[src/rtl/eeprom_wpoll_pkg.sv]
// Shared types for the burst write and completion poll controller.
// Assumes: nothing beyond IEEE 1800-2017 enums.
package eeprom_wpoll_pkg;

    // Controller phases: byte wait, load strobe (setup/low/hold), poll read (recovery/access), result
    typedef enum logic [3:0] {
        ST_IDLE,
        ST_WAIT,
        ST_WSET,
        ST_WPUL,
        ST_WHLD,
        ST_RSET,
        ST_RACC,
        ST_DONE,
        ST_FAIL
    } wp_state_e;

    // Completion detection method
    typedef enum logic {
        POLL_DATA   = 1'b0,
        POLL_TOGGLE = 1'b1
    } poll_mode_e;

endpackage

[src/rtl/eeprom_wpoll_judge.sv]
// Completion judge: keeps the top bit of the last loaded byte and the
// previous alternating-bit sample, and says whether the current poll
// sample means the memory is ready.
// Assumes: smp_en is high for exactly one cycle per poll read; arm is
// high whenever polling is not in progress.
module eeprom_wpoll_judge
    import eeprom_wpoll_pkg::*;
(
    input  logic       clk,
    input  logic       rst_n,
    input  logic       ld_en,
    input  logic       ld_msb,
    input  logic       arm,
    input  logic       smp_en,
    input  logic       smp_msb,
    input  logic       smp_tog,
    input  poll_mode_e mode,
    output logic       hit
);

    logic saved_msb;
    logic have_prev;
    logic prev_tog;

    // Hold the reference bit and the alternating-bit history
    always_ff @(posedge clk) begin
        if (!rst_n) begin
            saved_msb <= 1'b0;
            have_prev <= 1'b0;
            prev_tog  <= 1'b0;
        end else begin
            if (ld_en)
                saved_msb <= ld_msb;
            if (arm)
                have_prev <= 1'b0;
            else if (smp_en) begin
                have_prev <= 1'b1;
                prev_tog  <= smp_tog;
            end
        end
    end

    // Ready decision for the sample on the bus this cycle
    always_comb begin
        if (mode == POLL_DATA)
            hit = (smp_msb == saved_msb);
        else
            hit = have_prev && (smp_tog == prev_tog);
    end

endmodule

[src/rtl/eeprom_wpoll_tmo.sv]
// Poll timeout counter: counts cycles while run is high and saturates
// at LIMIT; expired is high once LIMIT cycles have been counted.
// Assumes: clr and run are never high together.
module eeprom_wpoll_tmo #(
    parameter int LIMIT = 400
) (
    input  logic clk,
    input  logic rst_n,
    input  logic clr,
    input  logic run,
    output logic expired
);

    localparam int CW = $clog2(LIMIT + 1);

    logic [CW-1:0] cnt;

    // Count poll cycles up to the limit
    always_ff @(posedge clk) begin
        if (!rst_n || clr)
            cnt <= '0;
        else if (run && cnt != CW'(LIMIT))
            cnt <= cnt + 1'b1;
    end

    assign expired = (cnt == CW'(LIMIT));

endmodule

[src/rtl/eeprom_wpoll_seq.sv]
// Sequencer: takes a command, loads each byte with setup/low/hold
// phases, enforces the load spacing window, then runs poll reads until
// the judge reports ready or the timeout expires.
// Assumes: all timing parameters are at least 1 and
// T_GAP_MAX > T_SETUP + T_PULSE + T_HOLD + 1.
module eeprom_wpoll_seq
    import eeprom_wpoll_pkg::*;
#(
    parameter int ADDR_W    = 13,
    parameter int DATA_W    = 8,
    parameter int COL_W     = 6,
    parameter int T_SETUP   = 2,
    parameter int T_PULSE   = 4,
    parameter int T_HOLD    = 2,
    parameter int T_GAP_MAX = 20,
    parameter int T_REC     = 2,
    parameter int T_RD      = 3
) (
    input  logic              clk,
    input  logic              rst_n,
    input  logic              cmd_valid,
    output logic              cmd_ready,
    input  logic [ADDR_W-1:0] cmd_addr,
    input  logic [COL_W-1:0]  cmd_len,
    input  logic              cmd_mode,
    input  logic              dat_valid,
    output logic              dat_ready,
    input  logic [DATA_W-1:0] dat_byte,
    output logic [ADDR_W-1:0] mem_addr,
    output logic [DATA_W-1:0] mem_dout,
    output logic              mem_doe,
    output logic              mem_ce_n,
    output logic              mem_oe_n,
    output logic              mem_we_n,
    input  logic              hit,
    input  logic              tmo_exp,
    output logic              ld_en,
    output logic              smp_en,
    output logic              poll_run,
    output poll_mode_e        mode,
    output logic              done,
    output logic              err,
    output logic              cut
);

    localparam int PAGE_W = ADDR_W - COL_W;
    localparam int W_MAX  = T_GAP_MAX - T_PULSE - T_HOLD - T_SETUP - 1;
    localparam int TSPAN  = T_SETUP + T_PULSE + T_HOLD + T_GAP_MAX + T_REC + T_RD;
    localparam int TW     = $clog2(TSPAN + 1);

    wp_state_e          state;
    logic [TW-1:0]      tcnt;
    logic [PAGE_W-1:0]  page;
    logic [COL_W-1:0]   col;
    logic [COL_W-1:0]   left;
    logic [DATA_W-1:0]  data_q;
    logic               first_q;
    logic               cut_q;
    logic               wait_expire;

    // Handshake and strobe decode from the current phase
    always_comb begin
        cmd_ready   = (state == ST_IDLE);
        dat_ready   = (state == ST_WAIT) && (first_q || tcnt < TW'(W_MAX));
        wait_expire = (state == ST_WAIT) && !first_q && tcnt >= TW'(W_MAX);
        ld_en       = dat_valid && dat_ready;
        smp_en      = (state == ST_RACC) && (tcnt == TW'(T_RD - 1));
        poll_run    = (state == ST_RSET) || (state == ST_RACC);
        mem_addr    = {page, col};
        mem_dout    = data_q;
        mem_doe     = (state == ST_WSET) || (state == ST_WPUL) || (state == ST_WHLD);
        mem_we_n    = (state != ST_WPUL);
        mem_oe_n    = (state != ST_RACC);
        mem_ce_n    = !((state == ST_WPUL) || (state == ST_RACC));
        done        = (state == ST_DONE);
        err         = (state == ST_FAIL);
        cut         = cut_q;
    end

    // Phase sequencing, byte bookkeeping and phase timer
    always_ff @(posedge clk) begin
        if (!rst_n) begin
            state   <= ST_IDLE;
            tcnt    <= '0;
            page    <= '0;
            col     <= '0;
            left    <= '0;
            data_q  <= '0;
            first_q <= 1'b0;
            cut_q   <= 1'b0;
            mode    <= POLL_DATA;
        end else begin
            case (state)
                ST_IDLE: begin
                    if (cmd_valid) begin
                        page    <= cmd_addr[ADDR_W-1:COL_W];
                        col     <= cmd_addr[COL_W-1:0];
                        left    <= cmd_len;
                        mode    <= poll_mode_e'(cmd_mode);
                        first_q <= 1'b1;
                        cut_q   <= 1'b0;
                        tcnt    <= '0;
                        state   <= ST_WAIT;
                    end
                end
                ST_WAIT: begin
                    if (ld_en) begin
                        data_q  <= dat_byte;
                        if (!first_q)
                            col <= col + 1'b1;
                        first_q <= 1'b0;
                        tcnt    <= '0;
                        state   <= ST_WSET;
                    end else if (wait_expire) begin
                        cut_q <= 1'b1;
                        tcnt  <= '0;
                        state <= ST_RSET;
                    end else
                        tcnt <= tcnt + 1'b1;
                end
                ST_WSET: begin
                    tcnt <= tcnt + 1'b1;
                    if (tcnt == TW'(T_SETUP - 1)) begin
                        tcnt  <= '0;
                        state <= ST_WPUL;
                    end
                end
                ST_WPUL: begin
                    tcnt <= tcnt + 1'b1;
                    if (tcnt == TW'(T_PULSE - 1)) begin
                        tcnt  <= '0;
                        state <= ST_WHLD;
                    end
                end
                ST_WHLD: begin
                    tcnt <= tcnt + 1'b1;
                    if (tcnt == TW'(T_HOLD - 1)) begin
                        tcnt <= '0;
                        if (left == '0)
                            state <= ST_RSET;
                        else begin
                            left  <= left - 1'b1;
                            state <= ST_WAIT;
                        end
                    end
                end
                ST_RSET: begin
                    tcnt <= tcnt + 1'b1;
                    if (tcnt == TW'(T_REC - 1)) begin
                        tcnt  <= '0;
                        state <= ST_RACC;
                    end
                end
                ST_RACC: begin
                    tcnt <= tcnt + 1'b1;
                    if (smp_en) begin
                        tcnt <= '0;
                        if (hit)
                            state <= ST_DONE;
                        else if (tmo_exp)
                            state <= ST_FAIL;
                        else
                            state <= ST_RSET;
                    end
                end
                default: state <= ST_IDLE;
            endcase
        end
    end

endmodule

[src/rtl/eeprom_wpoll_ctrl.sv]
// Top level: ties the sequencer to the completion judge and the poll
// timeout counter, and exposes the command, byte and memory buses.
// Assumes: the memory returns read data within T_RD cycles of both
// chip enable and output enable going low.
module eeprom_wpoll_ctrl
    import eeprom_wpoll_pkg::*;
#(
    parameter int ADDR_W    = 13,
    parameter int DATA_W    = 8,
    parameter int COL_W     = 6,
    parameter int T_SETUP   = 2,
    parameter int T_PULSE   = 4,
    parameter int T_HOLD    = 2,
    parameter int T_GAP_MAX = 20,
    parameter int T_REC     = 2,
    parameter int T_RD      = 3,
    parameter int T_TIMEOUT = 400
) (
    input  logic              clk,
    input  logic              rst_n,
    input  logic              cmd_valid,
    output logic              cmd_ready,
    input  logic [ADDR_W-1:0] cmd_addr,
    input  logic [COL_W-1:0]  cmd_len,
    input  logic              cmd_mode,
    input  logic              dat_valid,
    output logic              dat_ready,
    input  logic [DATA_W-1:0] dat_byte,
    output logic [ADDR_W-1:0] mem_addr,
    output logic [DATA_W-1:0] mem_dout,
    output logic              mem_doe,
    input  logic [DATA_W-1:0] mem_din,
    output logic              mem_ce_n,
    output logic              mem_oe_n,
    output logic              mem_we_n,
    output logic              done,
    output logic              err,
    output logic              cut
);

    localparam int DP_BIT = DATA_W - 1;
    localparam int TG_BIT = DATA_W - 2;

    logic       hit;
    logic       tmo_exp;
    logic       ld_en;
    logic       smp_en;
    logic       poll_run;
    poll_mode_e mode;

    eeprom_wpoll_seq #(
        .ADDR_W(ADDR_W), .DATA_W(DATA_W), .COL_W(COL_W),
        .T_SETUP(T_SETUP), .T_PULSE(T_PULSE), .T_HOLD(T_HOLD),
        .T_GAP_MAX(T_GAP_MAX), .T_REC(T_REC), .T_RD(T_RD)
    ) u_seq (
        .clk(clk), .rst_n(rst_n),
        .cmd_valid(cmd_valid), .cmd_ready(cmd_ready), .cmd_addr(cmd_addr),
        .cmd_len(cmd_len), .cmd_mode(cmd_mode),
        .dat_valid(dat_valid), .dat_ready(dat_ready), .dat_byte(dat_byte),
        .mem_addr(mem_addr), .mem_dout(mem_dout), .mem_doe(mem_doe),
        .mem_ce_n(mem_ce_n), .mem_oe_n(mem_oe_n), .mem_we_n(mem_we_n),
        .hit(hit), .tmo_exp(tmo_exp), .ld_en(ld_en), .smp_en(smp_en),
        .poll_run(poll_run), .mode(mode),
        .done(done), .err(err), .cut(cut)
    );

    eeprom_wpoll_judge u_judge (
        .clk(clk), .rst_n(rst_n),
        .ld_en(ld_en), .ld_msb(dat_byte[DP_BIT]),
        .arm(!poll_run), .smp_en(smp_en),
        .smp_msb(mem_din[DP_BIT]), .smp_tog(mem_din[TG_BIT]),
        .mode(mode), .hit(hit)
    );

    eeprom_wpoll_tmo #(.LIMIT(T_TIMEOUT)) u_tmo (
        .clk(clk), .rst_n(rst_n),
        .clr(!poll_run), .run(poll_run), .expired(tmo_exp)
    );

endmodule

[config.mk]
export PLATFORM = sky130hd
export DESIGN_NAME = eeprom_wpoll_ctrl
export DESIGN_NICKNAME = d
export VERILOG_FILES = /design/src/rtl/eeprom_wpoll_pkg.sv /design/src/rtl/eeprom_wpoll_judge.sv /design/src/rtl/eeprom_wpoll_tmo.sv /design/src/rtl/eeprom_wpoll_seq.sv /design/src/rtl/eeprom_wpoll_ctrl.sv
export SDC_FILE = /design/constraint.sdc
export NUM_CORES = 1
export LEC_CHECK = 0
export CAP_MARGIN = 20
export CORE_ASPECT_RATIO = 0.6
export CORE_UTILIZATION = 53
export CTS_BUF_LIST = sky130_fd_sc_hd__clkbuf_8 sky130_fd_sc_hd__clkbuf_16
export DETAILED_ROUTE_END_ITERATION = 8
export GPL_ROUTABILITY_DRIVEN = 0
export PLACE_DENSITY_LB_ADDON = 0.12
export RECOVER_POWER = 25
export SYNTH_ARGS = -nofsm -noshare
export SYNTH_HDL_FRONTEND = slang
export SYNTH_HIERARCHICAL = 1
export SYNTH_SLANG_ARGS = --single-unit
[constraint.sdc]
create_clock -name clk -period 3.25 [get_ports clk]
set_input_delay 0.325 -clock clk [delete_from_list [all_inputs] [get_ports clk]]
set_output_delay 0.325 -clock clk [all_outputs]
set_load 0.01 [all_outputs]
Word-level counts from Yosys, hierarchy flattened
Cells that the tools add are included.
Widths: inputs -> output; s select.
- flip-flop bits (word level): 52
- latch bits: 0
- memory bits (writable): 0
- bits in read-only memories: 0
- output and inout bits: 30
- memories kept: 0
- add/sub/neg operators: 4
- multipliers: 0
- div/mod/pow operators: 0
- magnitude comparators: 2
- equality and inequality tests: 29
- shift-type cells: 0
- muxes and demuxes: 35
- bitwise gates (word level): 0
- reduce and logical (&&, ||, !) cells: 33
- operators by type and width (kind ; count):
    $mux 6 ; 12
    $mux 4 ; 10
    $pmux 6 s5 ; 1
    $pmux 4 s7 ; 1
    $pmux 6 s2 ; 2
    $ne 2x2->1 const B ; 10
    $eq 4x3->1 const B ; 4
    $add 6x1->6 const B ; 2
    $eq 6x2->1 const B ; 2
    $reduce_and 4->1 ; 3
    $reduce_and 2->1 ; 5
    $add 9x1->9 const B ; 1
    $eq 9x9->1 const B ; 1
    $ne 9x9->1 const B ; 1
    $eq 4x2->1 const B ; 2
    $logic_and 1x1->1 ; 7
    $reduce_and 7->1 ; 1
    $eq 6x1->1 const B ; 1
    $ge 6x4->1 const B ; 1
    $logic_not 6->1 ; 1
    $logic_or 1x1->1 ; 6
    $lt 6x4->1 const B ; 1
    $mux 1 ; 6
    $sub 6x1->6 const B ; 1
    15 further kinds ; 21

Longest topological paths before layout
- word-level depth: 6
- mapped depth: 9

By module
Netlist, hierarchy kept.
- modules (own cells, without submodules) (module ; times used ; cells each ; area each (µm²) ; seq. area each (µm²)):
    eeprom_wpoll_seq ; 1 ; 296 ; 2227.1 ; 800.8
    eeprom_wpoll_tmo ; 1 ; 55 ; 469.2 ; 180.2
    eeprom_wpoll_judge ; 1 ; 14 ; 145.1 ; 60.1
    eeprom_wpoll_ctrl ; 1 ; 1 ; 3.8 ; 0.0

Worst setup path after synthesis
No wires, ideal clock.
- kind: reg2reg
- start point: register u_seq.state[1]
- end point: register u_tmo.cnt[7]
- setup time: 0.070 ns
- arrival: 2.075 ns
- data required time: 3.180 ns
- setup slack: 1.105 ns
- cell stages (with the launch flop): 8
- period minus slack after synthesis: 2.145 ns
- path through: dfxtp_1 -> buf_6 -> clkbuf_1 -> xnor2_1 -> nor3b_1 -> nand3_2 -> or4_1 -> a21oi_1
- longest elaborated chain between the ends: 4
- ends and longest elaborated chain (element ; RTL line ; source):
    start: declaration ; eeprom_wpoll_seq.sv:51 ; wp_state_e state;
    start signal: assignment ; eeprom_wpoll_seq.sv:83 ; state <= ST_IDLE;
    start signal: assignment ; eeprom_wpoll_seq.sv:103 ; state <= ST_WAIT;
    start signal: assignment ; eeprom_wpoll_seq.sv:113 ; state <= ST_WSET;
    $eq 4x3->1 ; eeprom_wpoll_seq.sv:68 ; poll_run = (state == ST_RSET) || (state == ST_RACC);
    $logic_or 1x1->1 (*) ; eeprom_wpoll_seq.sv:68 ;
    net poll_run ; eeprom_wpoll_ctrl.sv:48 ; logic poll_run;
    $logic_not 1->1 ; eeprom_wpoll_ctrl.sv:77 ; .clr(!poll_run), .run(poll_run), .expired(tmo_exp)
    $logic_or 1x1->1 ; eeprom_wpoll_tmo.sv:20 ; if (!rst_n || clr)
    end signal: assignment ; eeprom_wpoll_tmo.sv:23 ; cnt <= cnt + 1'b1;
    end: declaration ; eeprom_wpoll_tmo.sv:16 ; logic [CW-1:0] cnt;
The timed path passes the listed nets; every way through them passes the cells marked *.
A chain may end at the register's enable or synchronous reset.

Final worst setup path
- start point: register u_seq.state[1]
- end point: output port dat_ready
- longest elaborated chain between the ends: 2
- ends and longest elaborated chain (element ; RTL line ; source):
    $eq 4x1->1 ; eeprom_wpoll_seq.sv:64 ; dat_ready = (state == ST_WAIT) && (first_q || tcnt < TW'(W_MAX));
    $logic_and 1x1->1 ; eeprom_wpoll_seq.sv:64 ;
    end: declaration ; eeprom_wpoll_ctrl.sv:27 ; output logic dat_ready,
Every way passes these cells.

==> results.md <==
- WS Path Type: reg2out
- Port bufs: 63
- Worst Path Arrival: 2.26 ns
- Clk sink count: 52
- Final setup fails: 0
- Crit. End Element: primary output
- Fraction of layout cells with a size suffix above 1: roughly 6.1%
- Worst R2R Start: u_seq/state[1]
- Pre-antenna DRT Iters: 4
- Sequential-to-total area share from yosys stat: between 30% and 40%
- Slew headroom: 36.7%
- Die Y: 58.8 um
- Hold Crit Depth: 2
- Clock skew: around 0.0052 ns
- Remaining Overflow, GRT: 0
- Cells along the critical path: or4b_4 -> a211oi_2 -> clkdlybuf4s50_1
- Num rows: 20
- Reg area: 1040 um2
- Worst Path Max Fanout: 15
- Worst slew pin tran: 0.942 ns
- CP startpoint kind: flop
- Final min period: 2.59 ns
- Synth warnings: 6
- Worst-Skew Late Latency: approximately 0.3 ns
- Tot GR Track Use: between 20% and 30%
- Num CTS Buffers: 5
- Non-Filler Instances: ~490
- Hpwl dp: ~5100 um
- CTS tree: yes
- Fillers: around 450
- Post-synth EDFFs: 0
- Setup repair bufs after CTS: 0
- RSZ-0062 raised after global routing: no
- Post-synthesis async set-or-reset flop share: 0%
- Worst Hold Launch: u_seq/page[6]
- CTS max path bufs: 2
- Die span in x: a little under 100 um
- Post-layout util: about 71%
- Antenna diode count: 0
- Worst Hold Class: reg2reg
- Post-DRT Antenna Nets: 0
- Largest net degree at the start of global routing: 18
- Root Buffer: clkbuf_8
- CP Data Required Time: 2.92 ns
- Routed wire per std cell: around 14 um
- Cells after Synth: about 370
- Initial Utilization: between 50 and 60%
- IO Pins: 70
- Fin. Hold Viols: 0
- Vias per inst: approximately 5.8
- First-pass GRT wire length: about 11000 um
- Core footprint: about 5100 um2
- Register bit total from synthesis: between 50 and 60
- Synthesis-to-layout area growth: 27.1%
- Run status: completed
- Mapped cell area: ~2800 um2
- LEAKAGE: approximately 1.3 nW
- CP max-delay cell: or4b_4
- Hold_buf cts: 0
- Vias post-DR: 2829
- Drt initial violations: ~160
- Net Count, Synth: between 400 and 500
- Vias in the first global route: between 2000 and 2500
- Dominant synthesized flop cell: dfxtp_1
- CP max stage delay: between 0.6 and 0.7 ns
- Total wire length: between 6000 and 7000 um
- Peak supply drop: around 0.33 mV
- Yosys cell types: 63
- R2r endpoint: u_tmo/cnt[8]
- H-tree depth: 2
- Final slew viol count: 0
- Final nets: 473
- Synthesized area per cell: 7.77 um2
- Initial antenna violation count: 0
- Residual DRC: 0
- Hold Crit Endpoint: u_seq/page[6]
- R2r worst-path depth: 6
- Reg clk slew, reported paths: roughly 0.10 ns
- Maxcap violations: 0
- Post-route setup TNS: 0 ns
- Post_cts resized: 0
- Flop2flop setup slack: roughly 0.79 ns
- Area occupied by multi-input gates: 1660 um2
- DIE AREA: between 5000 and 6000 um2
- Tcrit/Tclk final: approximately four fifths
- Power density cells: roughly 630 nW/um2
- DP Cell Count: ~480
- FMAX: 0.386 GHz
==> how the worst max path moves through the flow <==
| stage | start | endpoint | slack, ns | cells after the start |
|---|---|---|---|---|
| floorplan | u_seq/state[1] | u_tmo/cnt[7] | 1.10 | 7 |
| detailed placement | u_seq/state[1] | u_seq/col[0] | 0.84 | 5 |
| global placement | u_seq/state[1] | u_seq/col[0] | 0.87 | 5 |
| finish | u_seq/state[1] | dat_ready | 0.66 | 3 |
| CTS | u_seq/state[1] | dat_ready | 0.66 | 3 |
| global route | u_seq/state[1] | u_tmo/cnt[8] | 0.53 | 6 |
==> layout make-up <==
type	instances	share of cell area, %
tap	66	2.28
timing repair buffer	70	18.9
inverter	15	1.56
multi-input combinational	281	46.0
clock buffer	5	1.90
sequential	52	28.8
clock inverter	3	0.588
==> worst max-delay path: cells and delay by family, from the launching register on <==
| family | cells | cell delay (ns) |
|---|---|---|
| AOI/OAI and AO/OA | 1 | 0.26 |
| buffers and inverters | 1 | 0.60 |
| DFF | 1 | 0.43 |
| and+or+nand+nor | 1 | 0.67 |
==> layer usage <==
layer	vias up	wire, um	GRT usage, %
met4	0	28	3.78
met5	-	0	0
met1	1303	3490	37.2
met2	107	2860	38.8
met3	4	594	7.36
li1	1415	-	-
==> state kept, by name, indices dropped and copies added (netlist names), 4 cells and up <==
name,flops
u_seq/page,7
u_seq/col,6
u_seq/state,4
u_tmo/cnt,9
u_seq/mem_dout,8
u_seq/left,6
u_seq/tcnt,6
==> cell families (layout without fill, tap and decap cells) <==
kind of cell,Yosys count,in the layout,share of synthesized area [%]
AOI/OAI and AO/OA,100,100,22.5
xor gates and xnor gates,5,5,1.54
adders and majority gates,8,8,3.52
buffers and inverters,33,93,4.97
DFF,52,52,36.6
muxes,6,6,2.11
and+or+nand+nor,162,162,28.8
==> cell usage after synthesis, types with 2 or more instances <==
master    instances  area share (%)
or3_1             4            0.88
nand2_1          68             9.0
nand4_1           5             1.1
nand2b_1          4            0.88
o22ai_1           3            0.66
a21oi_1          39             6.9
xnor2_1           3            0.92
o21ai_0          15             2.6
buf_6             2            0.79
and3b_1           3            0.92
ha_1              8             3.5
nor2b_1          11             2.4
dfxtp_1          52              37
nor2_1           23             3.0
o211ai_1          3            0.79
mux2i_1           6             2.1
a31oi_1           7             1.5
o221a_2           2            0.79
nand3_1           8             1.4
buf_2             2            0.35
or4_1             2            0.53
o31ai_1           4             1.1
and2_1            4            0.88
a21boi_0          2            0.53
nor3_1            9             1.6
inv_1            13             1.7
xor2_1            2            0.62
clkbuf_1         14             1.8
nor4_1            3            0.66
a221o_1           2            0.70
nor3b_1           5             1.3
o21ai_1           5            0.88
and3_1            3            0.66
==> through the flow <==
stage	area, um2	power [mW]	worst slack, ns	hold WS [ns]
CTS	3620	2.30	0.662	0.460
floorplan	2850	1.57	1.10	0.447
global route	3620	2.45	0.530	0.471
finish	3620	2.29	0.661	0.455
detailed placement	3530	1.93	0.839	0.447
global placement	3530	1.90	0.865	0.442
==> cells in the final DEF (no fill, tap or decap), drive strengths merged, types with 5 or more instances in the layout <==
cell	instances
clkbuf	5
dfxtp	52
buf	7
clkdlybuf4s50	43
o21ai	21
nor3	9
inv	15
nand3	9
ha	8
nor2	23
mux2i	6
nand2	68
a21oi	39
nand4	5
nor2b	12
a31oi	7
dlygate4sd3	20
nor3b	5
==> report_power, final <==
part	internal, mW	switching [mW]	leakage [nW]
sequential	0.743	0.100	0.423
combinational	0.461	0.606	0.878
clock	0.153	0.228	0.0445
Power figures use the tool's default switching activity.
